**src/rtl/thermo_enc_pkg.sv**
```systemverilog
package thermo_enc_pkg;

    // Reflected binary (Gray) code of an integer.
    function automatic int unsigned to_gray(input int unsigned v);
        return v ^ (v >> 1);
    endfunction

endpackage

```
**src/rtl/thermo_capture.sv**
```systemverilog
// First pipeline stage: registers the raw comparator outputs so that a
// marginal comparator level has a full cycle to resolve before decoding.
module thermo_capture #(
    parameter int TW = 15
) (
    input  logic          clk,
    input  logic          rst,
    input  logic [TW-1:0] d_in,
    input  logic          v_in,
    output logic [TW-1:0] d_out,
    output logic          v_out
);

    always_ff @(posedge clk) begin
        if (rst) begin
            d_out <= '0;
            v_out <= 1'b0;
        end else begin
            v_out <= v_in;
            if (v_in) begin
                d_out <= d_in;
            end
        end
    end

    AST_CAPTURE_HOLD: assert property (@(posedge clk) disable iff (rst)
        !v_in |=> $stable(d_out));

endmodule

```
**src/rtl/thermo_gray_stage.sv**
```systemverilog
// Second pipeline stage: three-input edge detection, highest-edge
// selection and one-hot to Gray encoding, followed by a register.
module thermo_gray_stage #(
    parameter int BITS = 4,
    parameter int TW   = (1 << BITS) - 1
) (
    input  logic            clk,
    input  logic            rst,
    input  logic [TW-1:0]   therm,
    input  logic            v_in,
    output logic [BITS-1:0] gray_q,
    output logic            v_out
);

    localparam int EW = TW + 3;   // word extended by two ones below, one zero above

    logic [EW-1:0] ext;
    logic [TW:0]   flag;          // flag[c]: edge for code c
    logic [TW:0]   sel;           // highest flag only
    logic [BITS-1:0] gray_d;

    assign ext = {1'b0, therm, 2'b11};

    // One three-input gate per candidate code.
    generate
        for (genvar c = 0; c <= TW; c++) begin : g_edge
            assign flag[c] = ext[c] & ext[c+1] & ~ext[c+2];
        end
    endgenerate

    // Keep only the topmost flagged edge.
    always_comb begin
        logic found;
        sel   = '0;
        found = 1'b0;
        for (int c = TW; c >= 0; c--) begin
            if (flag[c] && !found) begin
                sel[c] = 1'b1;
                found  = 1'b1;
            end
        end
    end

    // Column mask: which codes have Gray bit k set.
    function automatic logic [TW:0] col_mask(input int k);
        logic [TW:0] m;
        int unsigned g;
        m = '0;
        for (int c = 0; c <= TW; c++) begin
            g    = thermo_enc_pkg::to_gray(unsigned'(c));
            m[c] = g[k];
        end
        return m;
    endfunction

    // Each Gray bit is an OR over the one-hot lines whose code sets it.
    generate
        for (genvar k = 0; k < BITS; k++) begin : g_gray
            localparam logic [TW:0] MASK = col_mask(k);
            assign gray_d[k] = |(sel & MASK);
        end
    endgenerate

    always_ff @(posedge clk) begin
        if (rst) begin
            gray_q <= '0;
            v_out  <= 1'b0;
        end else begin
            v_out <= v_in;
            if (v_in) begin
                gray_q <= gray_d;
            end
        end
    end

    AST_SEL_ONEHOT: assert property (@(posedge clk) disable iff (rst)
        (|flag) |-> $onehot(sel));

    AST_SEL_TOPMOST: assert property (@(posedge clk) disable iff (rst)
        (flag & ~(sel | (sel - 1'b1))) == '0);

    AST_GRAY_HOLD: assert property (@(posedge clk) disable iff (rst)
        !v_in |=> $stable(gray_q));

endmodule

```
**src/rtl/gray_to_bin_stage.sv**
```systemverilog
// Third pipeline stage: Gray to binary by an XOR chain from the MSB down,
// then the output register.
module gray_to_bin_stage #(
    parameter int BITS = 4
) (
    input  logic            clk,
    input  logic            rst,
    input  logic [BITS-1:0] gray_in,
    input  logic            v_in,
    output logic [BITS-1:0] code_q,
    output logic            v_out
);

    logic [BITS-1:0] bin_d;

    assign bin_d[BITS-1] = gray_in[BITS-1];
    generate
        for (genvar k = BITS - 2; k >= 0; k--) begin : g_chain
            assign bin_d[k] = gray_in[k] ^ bin_d[k+1];
        end
    endgenerate

    always_ff @(posedge clk) begin
        if (rst) begin
            code_q <= '0;
            v_out  <= 1'b0;
        end else begin
            v_out <= v_in;
            if (v_in) begin
                code_q <= bin_d;
            end
        end
    end

    AST_BIN_FROM_GRAY: assert property (@(posedge clk) disable iff (rst)
        v_in |=> ((code_q ^ (code_q >> 1)) == $past(gray_in)));

    AST_OUT_HOLD: assert property (@(posedge clk) disable iff (rst)
        !v_in |=> $stable(code_q));

endmodule

```
**src/rtl/thermo_gray_encoder.sv**
```systemverilog
// Flash thermometer encoder: capture -> edge select / Gray -> binary out.
module thermo_gray_encoder #(
    parameter  int BITS = 4,
    localparam int TW   = (1 << BITS) - 1
) (
    input  logic            clk,
    input  logic            rst,
    input  logic [TW-1:0]   therm_in,
    input  logic            therm_vld,
    output logic [BITS-1:0] code_out,
    output logic            code_vld
);

    logic [TW-1:0]   cap_therm;
    logic            cap_vld;
    logic [BITS-1:0] mid_gray;
    logic            mid_vld;

    thermo_capture #(
        .TW (TW)
    ) u_capture (
        .clk   (clk),
        .rst   (rst),
        .d_in  (therm_in),
        .v_in  (therm_vld),
        .d_out (cap_therm),
        .v_out (cap_vld)
    );

    thermo_gray_stage #(
        .BITS (BITS),
        .TW   (TW)
    ) u_gray (
        .clk    (clk),
        .rst    (rst),
        .therm  (cap_therm),
        .v_in   (cap_vld),
        .gray_q (mid_gray),
        .v_out  (mid_vld)
    );

    gray_to_bin_stage #(
        .BITS (BITS)
    ) u_bin (
        .clk     (clk),
        .rst     (rst),
        .gray_in (mid_gray),
        .v_in    (mid_vld),
        .code_q  (code_out),
        .v_out   (code_vld)
    );

    // Edges since reset, saturating at 3, so the latency check never
    // looks back into a reset cycle.
    logic [1:0] since_rst;
    always_ff @(posedge clk) begin
        if (rst) begin
            since_rst <= '0;
        end else if (since_rst != 2'd3) begin
            since_rst <= since_rst + 2'd1;
        end
    end

    AST_VLD_LATENCY: assert property (@(posedge clk) disable iff (rst)
        (since_rst == 2'd3) |-> (code_vld == $past(therm_vld, 3)));

endmodule

```
**config.mk**
```make
export PLATFORM = sky130hd
export DESIGN_NAME = thermo_gray_encoder
export DESIGN_NICKNAME = d
export VERILOG_FILES = /design/src/rtl/thermo_enc_pkg.sv /design/src/rtl/thermo_capture.sv /design/src/rtl/thermo_gray_stage.sv /design/src/rtl/gray_to_bin_stage.sv /design/src/rtl/thermo_gray_encoder.sv
export SDC_FILE = /design/constraint.sdc
export NUM_CORES = 1
export LEC_CHECK = 0
export ABC_AREA = 0
export BUFFER_PORTS_ARGS = -buffer_cell sky130_fd_sc_hd__buf_2
export CORE_ASPECT_RATIO = 0.8
export CORE_MARGIN = 5
export CORE_UTILIZATION = 30
export CTS_CLUSTER_SIZE = 20
export DETAILED_ROUTE_END_ITERATION = 7
export PLACE_DENSITY_LB_ADDON = 0.2
export REMOVE_ABC_BUFFERS = 1
export SLEW_MARGIN = 5
export SYNTH_ARGS = -nofsm -noshare
export SYNTH_HDL_FRONTEND = slang
export SYNTH_HIERARCHICAL = 1
export SYNTH_SLANG_ARGS = --single-unit
```
**constraint.sdc**
```tcl
create_clock -name clk -period 1.6 [get_ports clk]
set_clock_uncertainty 0.15 [all_clocks]
set_input_delay 0.08 -clock clk [delete_from_list [all_inputs] [get_ports clk]]
set_output_delay 0.08 -clock clk [all_outputs]
set_load 0.01 [all_outputs]
```
After elaboration in Yosys (flattened, before gate mapping)
Index checks and enable logic that the tools add are counted.

Reductions and logical operators: 32. Muxes and demuxes: 28. Bitwise operators: 45.

Operators by type and width (count): $reduce_or A8 Y1 (4); $and A1 B1 Y1 (28); $mux W1 (28); $logic_and A1 B1 Y1 (14); $logic_not A1 Y1 (14); $not A1 Y1 (14); $xor A1 B1 Y1 (3).

Input port bits: 18. Logic and storage cells: 111. Register bits: 26. Output and inout bits: 5.

Depth between registers and ports, before layout
Gate-level depths: netlist of run 1.

Depth in word-level cells: 45. Mapped depth: 5. Gate-level depth less buffers: 5.

By module
Netlist of run 1, hierarchy kept.

Modules (own cells, without submodules): thermo_capture (instances 1, area each 569.3 sq um, seq. area each 320.3 sq um, cells each 50); thermo_gray_stage (instances 1, area each 435.4 sq um, seq. area each 100.1 sq um, cells each 56); gray_to_bin_stage (instances 1, area each 210.2 sq um, seq. area each 100.1 sq um, cells each 19).

Worst setup path after synthesis of run 1
Ideal clock, no wire load.

Kind: register to register. Start point: register u_gray.gray_q[3]. End point: register u_bin.code_q[0]. Path buffers: 0. Data arrival time: 1116 ps. Library setup time: 79 ps. Slack: 255 ps. Required time: 1371 ps. Cell stages (with the launch flop): 4. Period minus slack after synthesis: 1345 ps. Cell sequence: dfxtp_1 -> xnor3_1 -> xor2_1 -> a211oi_2.

Word-level cells in the longest chain between the ends: 3.

Ends and longest elaborated chain: start, declared (RTL line thermo_gray_stage.sv:11) `output logic [BITS-1:0] gray_q,`; start signal, assigned (RTL line thermo_gray_stage.sv:71) `gray_q <= gray_d;`; $xor A1 B1 Y1 (3 in a row) (RTL line gray_to_bin_stage.sv:19) `assign bin_d[k] = gray_in[k] ^ bin_d[k+1];`; end signal, assigned (RTL line gray_to_bin_stage.sv:30) `code_q <= bin_d;`; end, declared (RTL line gray_to_bin_stage.sv:10) `output logic [BITS-1:0] code_q,`.

Every way passes these cells. A chain may end at the register's enable or synchronous reset.

Worst setup path after layout of run 1
Same ends and word-level chain as after synthesis.

==> flow_metrics.py, run 1 <==
metrics = {
    "flow_run": {
        "maxCapViolations": 0,
    },
    "worst_setup_path": {
        "crit_slowest_cell": "xnor3_1",
        "r2r_start": "u_gray/gray_q[3]",
        "crit_start": "u_gray/gray_q[3]",
        "r2r-end": "u_bin/code_q[0]",
        "cp-start-kind": "flop",
        "cp_data_arrival_time_ps": 1500,
        "reg2reg_slack_ps": 150,
        "cp.required_ps": 1650,
        "path_cells": "xnor3_1 -> xor2_1 -> a211oi_2",
        "slowest_delay_ps": 450,
        "cp-end-kind": "flop",
        "cp_max_fo": 4,
        "worstRegToRegCells": 3,
        "critPathKind": "reg2reg",
    },
    "final_layout": {
        "post-route-util_pct": 43.4,
        "final_nets": 191,
        "syn_to_final_growth_pct": 37.7,
        "n_antenna_cell": 0,
        "drive_gt1_share_pct": 22.1,
    },
    "detailed_routing": {
        "wl_per_cell_um": 11.3,
        "drt_first_pass_iters": 4,
        "via_per_inst": 4.53,
        "vias": 1028,
        "drc": 0,
        "totalWireLength_um": 2560,
        "drtIter0Drc": 20,
        "ant_nets": 0,
    },
    "floorplanning": {
        "die-area_mm2": 0.00543,
        "initial_core_util_pct": 31.5,
        "coreArea_mm2": 0.00385,
        "num_rows": 20,
        "ios": 23,
        "dieWidth_um": 81.2,
        "die_height_um": 66.9,
    },
    "timing": {
        "fin_crit_sh_pct": 90.8,
        "worst_slack_ps": 148,
        "hold_violations": 0,
        "setup_viol": 0,
        "slew_violations": 0,
        "fin_tns_setup_ps": 0,
        "rsz0062_at_grt": "false",
        "max_slew.worst_pin.slew_ps": 461,
        "final.min_clock_period_ps": 1450,
        "slew-limit-headroom_pct": 69.2,
        "whs_ps": 4.61,
        "clock.fmax_mhz": 689,
    },
    "logic_synthesis": {
        "synth.distinct_cells": 36,
        "synth_area_mm2": 0.00121,
        "synth_ff_type": "dfxtp_1",
        "netlist_instances": 125,
        "ys_async_sr_fraction_pct": 0,
        "synth.area.top_cells": "dfxtp_1, mux2i_1, nor2_1",
        "yosys_warnings": 6,
        "synth_most_common_cell": "dfxtp_1",
        "ys_seq_area_share_pct": 42.8,
        "synth_seq_cells": 26,
        "yosys.area.top_type": "dfxtp_1",
        "synth_top_area_share_pct": 42.8,
        "yosys-top-cells-count": "dfxtp_1, nor2_1, mux2i_1",
        "syn_avg_cell_area_um2": 9.72,
        "synth-edff-count": 0,
    },
    "grt": {
        "grt_pass1_wl_um": 4420,
        "groute.usage.overall_pct": 10.8,
        "grt_max_degree": 17,
        "antenna_found_initial": 0,
        "grt_pass1_vias": 932,
        "grt_overflow_total": 0,
    },
    "cts": {
        "htree_levels": 1,
        "insertion_delay_ps": 270,
        "cts_buffers": 3,
        "clk_pin_slew_ps": 90,
        "cts.sink_count": 26,
        "cts_tree": "built",
        "cts_buffer_depth": 2,
        "post_cts_buffers": 0,
        "ctsHoldBuffers": 23,
        "cts-resized-gates": 0,
        "root_buffer": "clkbuf_8",
    },
    "power_and_ir_drop": {
        "power_mw": 1.49,
        "p_per_area_mw_per_mm2": 890,
        "p_leak_nw": 0.726,
        "ir_drop_mv": 0.588,
    },
    "hold_path": {
        "worstHoldStart": "rst",
        "holdPathEnd": "u_capture/d_out[9]",
        "hold_class": "in2reg",
        "whs_path_depth": 2,
    },
    "place": {
        "dp_hpwl_um": 1790,
        "dp_slack_ps": 157,
        "io_buffers": 22,
        "place_congestion": 0.827,
    },
    "run_status": {
        "status": "finished, final reports clean",
    },
}
## cells in the final DEF, fill, tap and decap left out, types with 2 or more instances in the layout
master and n:
mux2i_1 18, nand3_1 2, nor2_1 24, dlygate4sd3_1 23, a211oi_1 2, dfxtp_1 26
buf_4 3, nand2_1 5, o21ai_0 4, inv_1 3, nor2b_1 10, clkbuf_8 3
buf_2 22, o211ai_1 2, o21ai_2 3
## critical path: cells and delay by family (launching register included)
family	cells	cell delay (ps)
DFF	1	410
AOI/OAI and AO/OA	1	210
xor gates and xnor gates	2	620
## cell families after synthesis
kind of cell	count (synthesis)	synth area share (%)
XOR/XNOR	3	3.30
multiplexers	19	15.8
buffers and inverters	8	4.63
flip-flops	26	42.8
AND/OR/NAND/NOR	47	18.7
AO/OA/AOI/OAI	22	14.7
## layout make-up
cell class	count	area, um2
clock buffer	3	41.3
clock inverter	1	30.0
fill	397	2180
inverter	3	11.3
multi-input combinational	91	638
sequential	26	520
tap	55	68.8
timing repair buffer	48	363
## power by group
group	internal, mW	switching [mW]	leakage, nW	total (mW)
Combinational	0.130	0.0909	0.476	0.221
Clock	0.335	0.209	0.0357	0.544
Sequential	0.684	0.0396	0.214	0.724
## flip-flops by register name, indices dropped and copies added (netlist names)
signal	flops
u_capture/d_out	15
u_bin/code_q	4
u_gray/gray_q	4
u_bin/v_out	1
u_capture/v_out	1
u_gray/v_out	1
## stage by stage
step           cells  cell area, um2
2_1_floorplan    120            1170
3_3_place_gp     200            1370
3_5_place_dp     200            1370
4_1_cts          227            1670
5_1_grt          227            1670
6_report         227            1670
## worst max path at each step
stage,cells past startpoint,endpoint
2_1_floorplan,3,u_bin/code_q[0]
3_3_place_gp,3,u_bin/code_q[0]
3_5_place_dp,3,u_bin/code_q[0]
4_1_cts,3,u_bin/code_q[0]
5_1_grt,3,u_bin/code_q[1]
6_report,3,u_bin/code_q[0]
## per-layer routing
metal | up-vias | share of wire [%] | wire length [um] | GRT usage (%)
li1 | 529 | - | - | -
met4 | 0 | 1.6 | 40 | 5.06
met3 | 4 | 4.6 | 118 | 3.78
met2 | 19 | 46 | 1180 | 16.6
met5 | - | 0 | 0 | 0
met1 | 476 | 48 | 1220 | 13.5
(Power assumes the default switching activity.)
==> inputs of run 2 (changes only) <==
--- a/config.mk
+++ b/config.mk
@@ -9,7 +9,7 @@
 export BUFFER_PORTS_ARGS = -buffer_cell sky130_fd_sc_hd__buf_2
 export CORE_ASPECT_RATIO = 0.8
 export CORE_MARGIN = 5
-export CORE_UTILIZATION = 30
+export CORE_UTILIZATION = 53
 export CTS_CLUSTER_SIZE = 20
 export DETAILED_ROUTE_END_ITERATION = 7
 export PLACE_DENSITY_LB_ADDON = 0.2
==> flow_metrics.py, run 2 (synthesis results as in run 1) <==
metrics = {
    "cts": {
        "cts_buffer_depth": 2,
        "root_buffer": "clkbuf_4",
        "cts.sink_count": 26,
        "cts_buffers": 3,
        "htree_levels": 1,
        "cts_tree": "built",
        "cts-resized-gates": 0,
        "clk_pin_slew_ps": 140,
        "insertion_delay_ps": 330,
    },
    "detailed_routing": {
        "vias": 1055,
        "wl_per_cell_um": 13.4,
        "ant_nets": 0,
        "drc": 0,
        "drtIter0Drc": 34,
        "drt_first_pass_iters": 4,
        "via_per_inst": 5.33,
        "totalWireLength_um": 2650,
    },
    "place": {
        "place_congestion": 0.825,
        "place_area_mm2": 0.00133,
        "place_inst": 169,
        "io_buffers": 22,
    },
    "floorplanning": {
        "coreArea_mm2": 0.00218,
        "die-area_mm2": 0.00336,
        "num_rows": 15,
        "initial_core_util_pct": 55.8,
        "die_height_um": 52.8,
        "dieWidth_um": 63.5,
        "ios": 23,
    },
    "hold_path": {
        "whs_path_depth": 2,
        "hold_class": "in2reg",
    },
    "worst_setup_path": {
        "crit_cells": 4,
        "cp.required_ps": 1690,
        "crit_slowest_cell": "dlygate4sd3_1",
        "critPathKind": "in2reg",
        "path_delay_family": "buffers and inverters",
        "cp-end-kind": "flop",
        "cp_max_fo": 18,
        "cpMostUsedCell": "dlygate4sd3_1",
        "path_cells": "dlygate4sd3_1 -> buf_2 -> nor2_1 -> dlygate4sd3_1",
        "critPathBufInv": 3,
        "cp_data_arrival_time_ps": 1570,
        "worstRegToRegCells": 3,
        "cp-start-kind": "primary input",
        "slowest_delay_ps": 570,
    },
    "final_layout": {
        "final_nets": 192,
        "drive_gt1_share_pct": 21.4,
        "n_antenna_cell": 0,
        "postLayoutCellArea_mm2": 0.00163,
        "largest_register": "u_capture/d_out",
        "final_cell_count_no_fill": 198,
        "largest_reg_flops": 15,
        "post-route-util_pct": 74.8,
        "syn_to_final_growth_pct": 34.1,
        "final_cell_mix": "dfxtp_1, dlygate4sd3_1, nor2_1, buf_2, mux2i_1",
        "reg_top3": "u_capture/d_out: 15 flops, u_bin/code_q: 4 flops, u_gray/gray_q: 4 flops",
        "final_common_cell": "dfxtp_1",
    },
    "power_and_ir_drop": {
        "ir_drop_mv": 0.707,
        "p_leak_nw": 0.723,
        "p_per_area_mw_per_mm2": 866,
    },
    "timing": {
        "final.min_clock_period_ps": 1480,
        "slew_violations": 0,
        "max_slew.worst_pin.slew_ps": 459,
        "slew-limit-headroom_pct": 69.4,
        "fin_crit_sh_pct": 92.8,
        "clock.fmax_mhz": 673,
        "rsz0062_at_grt": "false",
        "hold_violations": 0,
        "setup_viol": 0,
        "fin_tns_setup_ps": 0,
    },
    "run_status": {
        "status": "finished, final reports clean",
    },
    "grt": {
        "antenna_found_initial": 0,
        "grt_overflow_total": 0,
        "grt_pass1_wl_um": 4640,
        "grt_max_degree": 19,
        "grt_pass1_vias": 1069,
        "groute.usage.overall_pct": 18.0,
    },
    "flow_run": {
        "maxCapViolations": 0,
    },
}
[run 2: final timing paths]
path                     from             endpoint  slack [ps]
max                       rst  u_capture/d_out[13]         120
min                 therm_vld      u_capture/v_out          80
max reg2reg  u_gray/gray_q[3]      u_bin/code_q[0]         150
min reg2reg   u_bin/code_q[2]      u_bin/code_q[2]         340
[run 2: final cells by class]
cell class / instances / area, um2
Multi-Input combinational cell: 91 / 638
Fill cell: 162 / 548
Sequential cell: 26 / 520
Timing Repair Buffer: 49 / 375
Tap cell: 25 / 31.3
Clock inverter: 1 / 30.0
Clock buffer: 3 / 22.5
Inverter: 3 / 11.3
[run 2: layer usage]
| layer | up-vias | global-route usage, % | wire (um) |
|---|---|---|---|
| met5 | - | 0 | 0 |
| met4 | 0 | 9.34 | 48 |
| met3 | 7 | 4.51 | 117 |
| met2 | 21 | 30.2 | 1270 |
| met1 | 499 | 21.4 | 1220 |
| li1 | 528 | - | - |
[run 2: report_power, final]
part / leakage, nW / internal [mW] / switching [mW]
Clock: 0.0279 / 0.254 / 0.204
Sequential: 0.214 / 0.685 / 0.0407
Combinational: 0.481 / 0.132 / 0.0950
Total: 0.723 / 1.07 / 0.340
[run 2: timing repair]
item,in CTS,in global routing
hold endpoints to repair,20,0
hold buffers,25,0
setup buffers,0,0
[run 2: per-stage QoR]
stage                     setup WS, ps  total power, mW  hold slack (ps)
final                              115             1.41             76.2
after global routing              46.2             1.48             62.9
after CTS                          128             1.42             56.4
after detailed placement           171            0.915              170
after global placement             227            0.904              160
after floorplan                    255            0.842            -5.35
